==> src/rtl/crs_pkg.sv <==
package crs_pkg;
    localparam int CALL_EXEC = 8;
    localparam int RET_EXEC  = 6;

    typedef enum logic [3:0] {
        ST_IDLE,
        ST_C_SP, ST_C_LO, ST_C_HI, ST_C_LINK, ST_C_FH, ST_C_FL, ST_C_PC, ST_C_ADV,
        ST_R_PC, ST_R_SP, ST_R_FH, ST_R_FL, ST_R_LINK, ST_R_ADV
    } seq_state_e;
endpackage

==> src/rtl/crs_ctrl.sv <==
module crs_ctrl
    import crs_pkg::*;
(
    input  logic       clk,
    input  logic       rst_n,
    input  logic       start,
    input  logic       op_call,
    output seq_state_e state,
    output logic       busy
);
    seq_state_e state_q, state_d;

    always_ff @(posedge clk) begin
        if (!rst_n) state_q <= ST_IDLE;
        else        state_q <= state_d;
    end

    always_comb begin
        state_d = state_q;
        unique case (state_q)
            ST_IDLE:   if (start) state_d = op_call ? ST_C_SP : ST_R_PC;
            ST_C_SP:   state_d = ST_C_LO;
            ST_C_LO:   state_d = ST_C_HI;
            ST_C_HI:   state_d = ST_C_LINK;
            ST_C_LINK: state_d = ST_C_FH;
            ST_C_FH:   state_d = ST_C_FL;
            ST_C_FL:   state_d = ST_C_PC;
            ST_C_PC:   state_d = ST_C_ADV;
            ST_C_ADV:  state_d = ST_IDLE;
            ST_R_PC:   state_d = ST_R_SP;
            ST_R_SP:   state_d = ST_R_FH;
            ST_R_FH:   state_d = ST_R_FL;
            ST_R_FL:   state_d = ST_R_LINK;
            ST_R_LINK: state_d = ST_R_ADV;
            ST_R_ADV:  state_d = ST_IDLE;
            default:   state_d = ST_IDLE;
        endcase
    end

    assign state = state_q;
    assign busy  = (state_q != ST_IDLE);

    // Execute-length checker: counts busy cycles of the running instruction.
    logic [3:0] run_q;
    logic       call_q;
    always_ff @(posedge clk) begin
        if (!rst_n) begin
            run_q  <= '0;
            call_q <= 1'b0;
        end else if (state_q == ST_IDLE) begin
            run_q  <= '0;
            call_q <= op_call;
        end else begin
            run_q  <= run_q + 4'd1;
        end
    end

    // the last execute cycle lands on the instruction's fixed length
    a_r2_exec_length: assert property (@(posedge clk) disable iff (!rst_n)
        (busy && state_d == ST_IDLE) |->
            run_q == (call_q ? 4'(CALL_EXEC - 1) : 4'(RET_EXEC - 1)));

    // reset leaves the sequencer idle
    a_r1_reset_idle: assert property (@(posedge clk)
        !rst_n |=> !busy);
endmodule

==> src/rtl/crs_datapath.sv <==
module crs_datapath
    import crs_pkg::*;
#(
    parameter int BYTE_W = 8,
    parameter int SEL_W  = 4,
    localparam int WORD_W = 2 * BYTE_W
) (
    input  logic              clk,
    input  logic              rst_n,
    input  seq_state_e        state,
    input  logic              start,
    input  logic [SEL_W-1:0]  sel_p,
    input  logic [SEL_W-1:0]  sel_x,
    input  logic [SEL_W-1:0]  sel_n,
    output logic [SEL_W-1:0]  rf_raddr,
    input  logic [WORD_W-1:0] rf_rdata,
    output logic              rf_we,
    output logic [SEL_W-1:0]  rf_waddr,
    output logic [WORD_W-1:0] rf_wdata,
    output logic [WORD_W-1:0] mem_addr,
    output logic              mem_re,
    output logic              mem_we,
    output logic [BYTE_W-1:0] mem_wdata,
    input  logic [BYTE_W-1:0] mem_rdata
);
    logic [SEL_W-1:0]  p_q, x_q, n_q;
    logic [WORD_W-1:0] ptr_q;
    logic [WORD_W-1:0] tmp_q;

    localparam logic [WORD_W-1:0] ONE = WORD_W'(1);
    localparam logic [WORD_W-1:0] TWO = WORD_W'(2);

    // State-dependent register updates
    always_ff @(posedge clk) begin
        if (!rst_n) begin
            p_q   <= '0;
            x_q   <= '0;
            n_q   <= '0;
            ptr_q <= '0;
            tmp_q <= '0;
        end else begin
            unique case (state)
                ST_IDLE: if (start) begin
                    p_q <= sel_p;
                    x_q <= sel_x;
                    n_q <= sel_n;
                end
                ST_C_SP, ST_R_SP: ptr_q <= rf_rdata;
                ST_C_LO:          tmp_q <= rf_rdata;
                ST_C_LINK:        ptr_q <= rf_rdata;
                ST_C_FH, ST_R_FH: tmp_q[WORD_W-1:BYTE_W] <= mem_rdata;
                ST_C_FL, ST_R_FL: tmp_q[BYTE_W-1:0]      <= mem_rdata;
                default: ;
            endcase
        end
    end

    // Port outputs per state
    always_comb begin
        rf_raddr  = '0;
        rf_we     = 1'b0;
        rf_waddr  = '0;
        rf_wdata  = '0;
        mem_addr  = '0;
        mem_re    = 1'b0;
        mem_we    = 1'b0;
        mem_wdata = '0;
        unique case (state)
            ST_C_SP: rf_raddr = x_q;
            ST_C_LO: begin
                rf_raddr  = n_q;
                mem_we    = 1'b1;
                mem_addr  = ptr_q;
                mem_wdata = rf_rdata[BYTE_W-1:0];
            end
            ST_C_HI: begin
                mem_we    = 1'b1;
                mem_addr  = ptr_q - ONE;
                mem_wdata = tmp_q[WORD_W-1:BYTE_W];
                rf_we     = 1'b1;
                rf_waddr  = x_q;
                rf_wdata  = ptr_q - TWO;
            end
            ST_C_LINK: begin
                rf_raddr = p_q;
                rf_we    = 1'b1;
                rf_waddr = n_q;
                rf_wdata = rf_rdata;
            end
            ST_C_FH: begin
                mem_re   = 1'b1;
                mem_addr = ptr_q;
            end
            ST_C_FL: begin
                mem_re   = 1'b1;
                mem_addr = ptr_q + ONE;
            end
            ST_C_PC: begin
                rf_we    = 1'b1;
                rf_waddr = p_q;
                rf_wdata = tmp_q;
            end
            ST_C_ADV: begin
                rf_we    = 1'b1;
                rf_waddr = n_q;
                rf_wdata = ptr_q + TWO;
            end
            ST_R_PC: begin
                rf_raddr = n_q;
                rf_we    = 1'b1;
                rf_waddr = p_q;
                rf_wdata = rf_rdata;
            end
            ST_R_SP: rf_raddr = x_q;
            ST_R_FH: begin
                mem_re   = 1'b1;
                mem_addr = ptr_q + ONE;
            end
            ST_R_FL: begin
                mem_re   = 1'b1;
                mem_addr = ptr_q + TWO;
            end
            ST_R_LINK: begin
                rf_we    = 1'b1;
                rf_waddr = n_q;
                rf_wdata = tmp_q;
            end
            ST_R_ADV: begin
                rf_we    = 1'b1;
                rf_waddr = x_q;
                rf_wdata = ptr_q + TWO;
            end
            default: ;
        endcase
    end

    // one memory access per cycle
    a_r6_single_access: assert property (@(posedge clk) disable iff (!rst_n)
        !(mem_re && mem_we));

    // quiet ports while idle
    a_r6_idle_quiet: assert property (@(posedge clk) disable iff (!rst_n)
        (state == ST_IDLE) |-> (!mem_re && !mem_we && !rf_we));

    // back-to-back stores descend by one byte
    a_r3_push_descends: assert property (@(posedge clk) disable iff (!rst_n)
        (mem_we && $past(mem_we)) |-> (mem_addr == $past(mem_addr) - ONE));

    // selectors are frozen for the whole execute phase
    a_r7_sel_hold: assert property (@(posedge clk) disable iff (!rst_n)
        (state != ST_IDLE && $past(state) != ST_IDLE) |->
            ($stable(p_q) && $stable(x_q) && $stable(n_q)));
endmodule

==> src/rtl/call_ret_seq.sv <==
module call_ret_seq
    import crs_pkg::*;
#(
    parameter int BYTE_W = 8,
    parameter int SEL_W  = 4,
    localparam int WORD_W = 2 * BYTE_W
) (
    input  logic              clk,
    input  logic              rst_n,
    input  logic              start,
    input  logic              op_call,
    input  logic [SEL_W-1:0]  sel_p,
    input  logic [SEL_W-1:0]  sel_x,
    input  logic [SEL_W-1:0]  sel_n,
    output logic              busy,
    output logic [SEL_W-1:0]  rf_raddr,
    input  logic [WORD_W-1:0] rf_rdata,
    output logic              rf_we,
    output logic [SEL_W-1:0]  rf_waddr,
    output logic [WORD_W-1:0] rf_wdata,
    output logic [WORD_W-1:0] mem_addr,
    output logic              mem_re,
    output logic              mem_we,
    output logic [BYTE_W-1:0] mem_wdata,
    input  logic [BYTE_W-1:0] mem_rdata
);
    seq_state_e state;

    crs_ctrl u_ctrl (
        .clk     (clk),
        .rst_n   (rst_n),
        .start   (start),
        .op_call (op_call),
        .state   (state),
        .busy    (busy)
    );

    crs_datapath #(.BYTE_W(BYTE_W), .SEL_W(SEL_W)) u_dp (
        .clk       (clk),
        .rst_n     (rst_n),
        .state     (state),
        .start     (start),
        .sel_p     (sel_p),
        .sel_x     (sel_x),
        .sel_n     (sel_n),
        .rf_raddr  (rf_raddr),
        .rf_rdata  (rf_rdata),
        .rf_we     (rf_we),
        .rf_waddr  (rf_waddr),
        .rf_wdata  (rf_wdata),
        .mem_addr  (mem_addr),
        .mem_re    (mem_re),
        .mem_we    (mem_we),
        .mem_wdata (mem_wdata),
        .mem_rdata (mem_rdata)
    );
endmodule

==> config.mk <==
export PLATFORM = sky130hd
export DESIGN_NAME = call_ret_seq
export DESIGN_NICKNAME = d
export VERILOG_FILES = /design/src/rtl/crs_pkg.sv /design/src/rtl/crs_ctrl.sv /design/src/rtl/crs_datapath.sv /design/src/rtl/call_ret_seq.sv
export SDC_FILE = /design/constraint.sdc
export NUM_CORES = 1
export LEC_CHECK = 0
export BUFFER_PORTS_ARGS = -buffer_cell sky130_fd_sc_hd__buf_2
export CAP_MARGIN = 20
export CORE_MARGIN = 2
export CORE_UTILIZATION = 40
export DETAILED_ROUTE_END_ITERATION = 10
export PLACE_DENSITY = 0.62
export SYNTH_ARGS = -nofsm -noshare
export SYNTH_HDL_FRONTEND = slang
export SYNTH_SLANG_ARGS = --single-unit
==> constraint.sdc <==
create_clock -name clk -period 4.4 [get_ports clk]
set_input_delay 0.22 -clock clk [delete_from_list [all_inputs] [get_ports clk]]
set_output_delay 0.22 -clock clk [all_outputs]
set_load 0.02 [all_outputs]
==> results of run 1 <==
==> cells in the final DEF, fill, tap and decap left out, types with 5 or more instances in the layout <==
cell and count:
nand2_1 111, a21boi_0 18, dfxtp_1 48, mux2i_1 26
xor2_1 5, a211oi_1 5, and3_1 6, buf_2 91
or2_2 5, a222oi_1 8, nand4_1 6, or3_1 5
a31oi_1 11, a221oi_1 9, inv_1 13, a21oi_1 35
a221o_1 6, nand3_1 14, nand2b_1 5, xnor2_1 6
o211a_1 10, a311oi_1 7, nor2b_1 19, o22ai_1 7
or4_1 5, nor2_1 44, o211ai_1 6, o21ai_0 59
a22oi_1 19, nor3_1 12, buf_4 17, clkbuf_16 5
nor4_1 13
==> cell families after synthesis <==
family	count (synthesis)	synth area share, %
flops	48	20.6
mux	26	5.57
fa+ha+maj	3	0.804
buf+inv	83	7.31
compound gates	240	35.7
simple gates	266	28.0
xor+xnor	11	2.06
==> sequential cells by signal (all words and copies together), names as in the netlist <==
register      count
u_dp.tmp_q       16
u_dp.ptr_q       16
u_dp.p_q          4
u_dp.n_q          4
u_dp.x_q          4
u_ctrl.state      4
==> routing by layer <==
| metal | wire length [um] | GRT usage (%) |
|---|---|---|
| met5 | 0 | 0 |
| met1 | 7580 | 39.4 |
| met4 | 301 | 6.26 |
| met3 | 1680 | 3.29 |
| met2 | 7510 | 39.6 |
==> report_power, final <==
group	internal (uW)	switching (uW)	leakage (uW)
Sequential	511	165	0.000392
Clock	207	160	0.0000667
Combinational	532	899	0.00190
==> worst max-delay path: cells and delay by family (launching register included) <==
kind                       cells  cell delay, ps
xor gates and xnor gates       2             380
AOI/OAI and AO/OA              3             660
buffers and inverters          1             180
muxes                          1             210
DFF                            1             800
adders and majority gates      1             330
and+or+nand+nor                3             690
==> area by class of cell <==
class / instances / area [um2]
repair buffers: 108 / 583
multi-input cells: 546 / 3370
fillers: 1204 / 6140
clock inverters: 1 / 5.00
flip-flops and latches: 48 / 961
inverters: 13 / 48.8
well taps: 143 / 179
clock buffers: 6 / 129
==> how the worst max path moves through the flow <==
| stage | from | end | slack [ps] |
|---|---|---|---|
| floorplan | u_ctrl.state[1] | mem_addr[12] | 990 |
| global placement | u_ctrl.state[1] | mem_addr[12] | 1100 |
| detailed placement | u_ctrl.state[1] | mem_addr[12] | 1010 |
| CTS | u_ctrl.state[1] | mem_addr[12] | 670 |
| global route | u_ctrl.state[1] | mem_addr[12] | 210 |
| finish | u_ctrl.state[1] | mem_addr[12] | 620 |
==> through the flow <==
| step | hold slack [ps] | power [uW] |
|---|---|---|
| after floorplan | 385 | 1680 |
| after global placement | 470 | 2040 |
| after detailed placement | 473 | 2070 |
| after CTS | 182 | 2440 |
| after global routing | 199 | 2630 |
| final | 183 | 2470 |
==> qor.txt, run 1 <==
R2R depth: 4
Post-synth top area share: 20.6%
Sequential-to-total area share from yosys stat: 20.6%
Post-DP HPWL: 12100 um
Initial core utilization: 40.9%
Crit-path max cell delay: 800 ps
Most common cell in the synthesized netlist: nand2_1
Avg Inst Size Synth: 6.90 um2
Status: finished clean
Nets: 765
Ant. Diodes: 0
Final min period: 3780 ps
Pre-CTS WS: 1010 ps
Layout Cells excl Fill: 865
Worst VDD drop: 0.313 mV
FFs w/ async S/R, synth: 0%
Hold path cells: 3
Critical-path cell list: nand4b_1, nand2_1, xnor2_1, ha_1, nand2_1, o21ai_0, a22oi_1, o41ai_1, xor2_1, mux2i_1, buf_2
Clk slew on worst S/H paths: 60 ps
Netlist cell types: 67
Post-CTS sizing: 0
PD cells: 469 nW/um2
Core area: 11400 um2
CP max stage cell: dfxtp_1
Max Fclk: 0.265 GHz
Post-Route Skew: 5.35 ps
Gr usage total: 26.1%
Max cap viols: 0
Setup crit end kind: output port
Die height: 112 um
CTS Buf Count: 5
Antenna violations before repair: 0
Worst-Skew Late Latency: 290 ps
Worst hold path type: input port to flop
Global-route wire length before repair: 27100 um
Vias per inst: 6.53
Fin. Hold Viols: 0
Post-Syn Nets: 720
Max_slew headroom: 26.4%
Area Overhead vs Synth: 13.0%
Synth warnings: 0
Mapped cell area: 4670 um2
Total routed wirelength: 17100 um
Worst Tran Pin Value: 1090 ps
Design Area, Final: 5280 um2
Postcts setup bufs: 0
Critical Path Start Type: flop
CTS tree: built
Setup Crit Path Kind: flop to output port
Worst Path Max Fanout: 26
Site Rows: 39
Part of the cycle the worst path needs: 85.8%
Cell taking the most area after synthesis: dfxtp_1
Worst EP arrival: 3560 ps
Router iterations before antenna repair: 7
Dpl cells: 857
Vias in the first global route: 5063
Cell mode on critical path: nand2_1
Critical path required time: 4180 ps
Synth cell count leaders: nand2_1, o21ai_0, clkbuf_1
Port buffer count: 91
Final worst slack: 623 ps
Area of placed instances: 5140 um2
Synth Instances: 677
Final setup fails: 0
RR Endpoint: u_dp.tmp_q[5]
Hold Startpoint: sel_x[2]
IO Count: 92
Pleak: 0.00236 uW
Share of cells above drive strength 1: 17.7%
WL/cell: 19.7 um
Number of enable flip-flop cells after synthesis: 0
Clk sinks: 48
Root Driver: clkbuf_16
Via count: 5649
Post-DRT Antenna Nets: 0
GPL Wtd Cong: 0.954
Register bit total from synthesis: 48
Die X: 112 um
Die ar.: 12600 um2
RSZ-0062 raised after global routing: false
Clock Path Buffers: 2
Overflow after GRT: 0
Initial DRC Count: 721
Hold-fix buffers, CTS: 0
Largest net degree at the start of global routing: 48
Sum Neg Setup Slack: 0 ps
Top FF cell, synth: dfxtp_1
Final Max Tran Viols: 0
Post-layout util: 46.2%
Reg2reg setup slack: 1860 ps
DRC violation count after routing: 0
# H-tree levels: 2
Ranking of synthesized cells by area: dfxtp_1, nand2_1, o21ai_0
Critical R2R Launch: u_ctrl.state[1]
Worst hold endpoint: u_dp.x_q[2]
(Power assumes the default switching activity.)
==> inputs of run 2 (changes only) <==
--- a/config.mk
+++ b/config.mk
@@ -13,4 +13,5 @@
 export PLACE_DENSITY = 0.62
 export SYNTH_ARGS = -nofsm -noshare
 export SYNTH_HDL_FRONTEND = slang
+export SYNTH_HIERARCHICAL = 1
 export SYNTH_SLANG_ARGS = --single-unit
==> run 2 against run 1 <==
  * Sequential power decreased by 4.1%
  * Count of clock-buffer cells in the layout decreased by 1
  * Worst hold slack got worse by 10 ps
  * Core utilization increased by 0.60 points
  * Flip-flop and latch count unchanged
  * Critical path depth decreased by 3
  * Clock skew about the same
  * Critical endpoint is now mem_addr[15]
==> qor.txt, run 2 <==
Clk slew on worst S/H paths: 70 ps
Max Fclk: 0.283 GHz
Critical path required time: 4180 ps
Setup Crit Path Kind: flop to output port
Avg Inst Size Synth: 7.17 um2
Status: finished clean
Fin. Hold Viols: 0
Total routed wirelength: 16500 um
Synth Instances: 655
Antenna violations before repair: 0
Post-synth top area share: 20.5%
Synth cell count leaders: nand2_1, nor2_1, dfxtp_1
Most frequent cells in the layout: nand2_1, buf_2, nor2_1
Area Overhead vs Synth: 13.9%
Ranking of synthesized cells by area: dfxtp_1, mux2i_1, nand2_1
Synth warnings: 6
Crit-path max cell delay: 540 ps
CP max stage cell: dfxtp_1
WL/cell: 19.4 um
Pleak: 0.00237 uW
Post-DP HPWL: 12000 um
RSZ-0062 raised after global routing: false
PD cells: 472 nW/um2
Top FF cell, synth: dfxtp_1
GPL Wtd Cong: 0.902
Die X: 112 um
Area of placed instances: 5170 um2
Clk sinks: 48
Cell taking the most area after synthesis: dfxtp_1
Most common library cell in the layout ignoring fill and taps: nand2_1
Largest regs: u_dp/ptr_q (16), u_dp/tmp_q (16)
Netlist cell types: 72
Register bit total from synthesis: 48
Final Max Tran Viols: 0
Core area: 11400 um2
CTS Buf Count: 5
Post-Syn Nets: 698
Worst VDD drop: 0.218 mV
Via count: 5432
Post-DRT Antenna Nets: 0
Initial DRC Count: 678
FFs w/ async S/R, synth: 0%
Part of the cycle the worst path needs: 80.2%
Postcts setup bufs: 0
Worst Tran Pin Value: 1100 ps
Final setup fails: 0
Sum Neg Setup Slack: 0 ps
IO Count: 92
Max cap viols: 0
Clock Path Buffers: 2
Router iterations before antenna repair: 6
Nets: 750
Max_slew headroom: 26.8%
Global-route wire length before repair: 26200 um
Crit path max-delay family: compound AO/OA/AOI/OAI gates
Sequential-to-total area share from yosys stat: 20.5%
Share of cells above drive strength 1: 18.2%
Die ar.: 12600 um2
Number of enable flip-flop cells after synthesis: 0
Most common cell in the synthesized netlist: nand2_1
Vias per inst: 6.38
Largest net degree at the start of global routing: 48
Final min period: 3530 ps
Site Rows: 39
Buffers plus inverters on the worst setup path: 2
Gr usage total: 25.2%
Hold-fix buffers, CTS: 0
Overflow after GRT: 0
Mapped cell area: 4700 um2
Worst Path Max Fanout: 18
Initial core utilization: 41.1%
Worst-Skew Late Latency: 290 ps
Ant. Diodes: 0
Fillers: 1182
Critical-path cell list: buf_4, nor2b_1, nand2_1, o211ai_1, nor2_1, a22o_1, a2111oi_2, buf_2
# H-tree levels: 2
Root Driver: clkbuf_16
Die height: 112 um
DRC violation count after routing: 0
Port buffer count: 91
Post-Route Skew: 4.87 ps
Setup crit end kind: output port
Design Area, Final: 5350 um2
Worst hold path type: input port to flop
Post-CTS sizing: 0
CTS tree: built
Critical Path Start Type: flop
Vias in the first global route: 4902
Worst EP arrival: 3310 ps
==> run 2: changes by cell type after synthesis, moves of 4 or more <==
cell	before	now
nand2_1	111	92
mux2i_1	26	44
o21ai_0	60	43
nor2_1	44	59
a21oi_1	35	25
and2_1	3	13
clkbuf_1	50	41
a31oi_1	11	5
and3_1	6	10
and4_1	1	5
nor4_1	13	9
o32ai_1	4	0
or2_2	5	1
==> run 2: path summary, 6_finish.rpt <==
check / startpoint / end / slack [ps] / depth (start not counted)
hold reg to reg: u_dp/n_q[2] / u_dp/n_q[2] / 490 / 2
hold / removal: sel_p[2] / u_dp/p_q[2] / 170 / 3
setup reg to reg: u_ctrl/state[0] / u_dp/ptr_q[4] / 1650 / 7
setup / recovery: u_ctrl/state[2] / mem_addr[15] / 870 / 8
==> run 2: per-layer routing <==
layer	wire (um)	GRT usage, %	vias up
met2	7140	38.1	303
met1	7570	37.1	2546
met3	1420	3.67	31
met5	0	0	-
li1	-	-	2552
met4	413	7.97	0
==> run 2: logic make-up (layout without fill, tap and decap cells) <==
group	after synthesis	count (layout)	share of synthesized area [%]
simple gates	280	280	30.2
xor+xnor	8	8	1.49
fa+ha+maj	3	3	0.799
compound gates	198	198	30.5
flops	48	48	20.5
buf+inv	73	126	6.63
mux	45	45	9.86
==> run 2: stage by stage <==
step	std cells	hold WS, ps	setup WS, ps	power, uW	utilization [%]
2_1_floorplan	655	350	1010	1670	-
3_3_place_gp	843	470	1300	2030	45.3
3_5_place_dp	843	481	1200	2040	45.3
4_1_cts	851	175	870	2500	46.8
5_1_grt	851	182	601	2680	46.8
6_report	851	172	871	2520	46.8
==> run 2: cell type report <==
class	instances	area, um2	area share [%]
Clock buffer	5	125	2.34
Clock inverter	3	50.0	0.936
Inverter	13	48.8	0.912
Multi-Input combinational cell	534	3420	64.0
Sequential cell	48	961	18.0
Tap cell	143	179	3.35
Timing Repair Buffer	105	561	10.5
==> run 2: power by group <==
part / switching, uW / internal, uW
Clock: 183 / 275
Combinational: 876 / 542
Sequential: 143 / 504
Total: 1200 / 1320
==> run 2: worst reg2reg max path: cells and delay by family, from the launching register on <==
| family | cells | cell delay (ps) |
|---|---|---|
| muxes | 2 | 460 |
| DFF | 1 | 590 |
| and+or+nand+nor | 4 | 1200 |
| buffers and inverters | 1 | 400 |
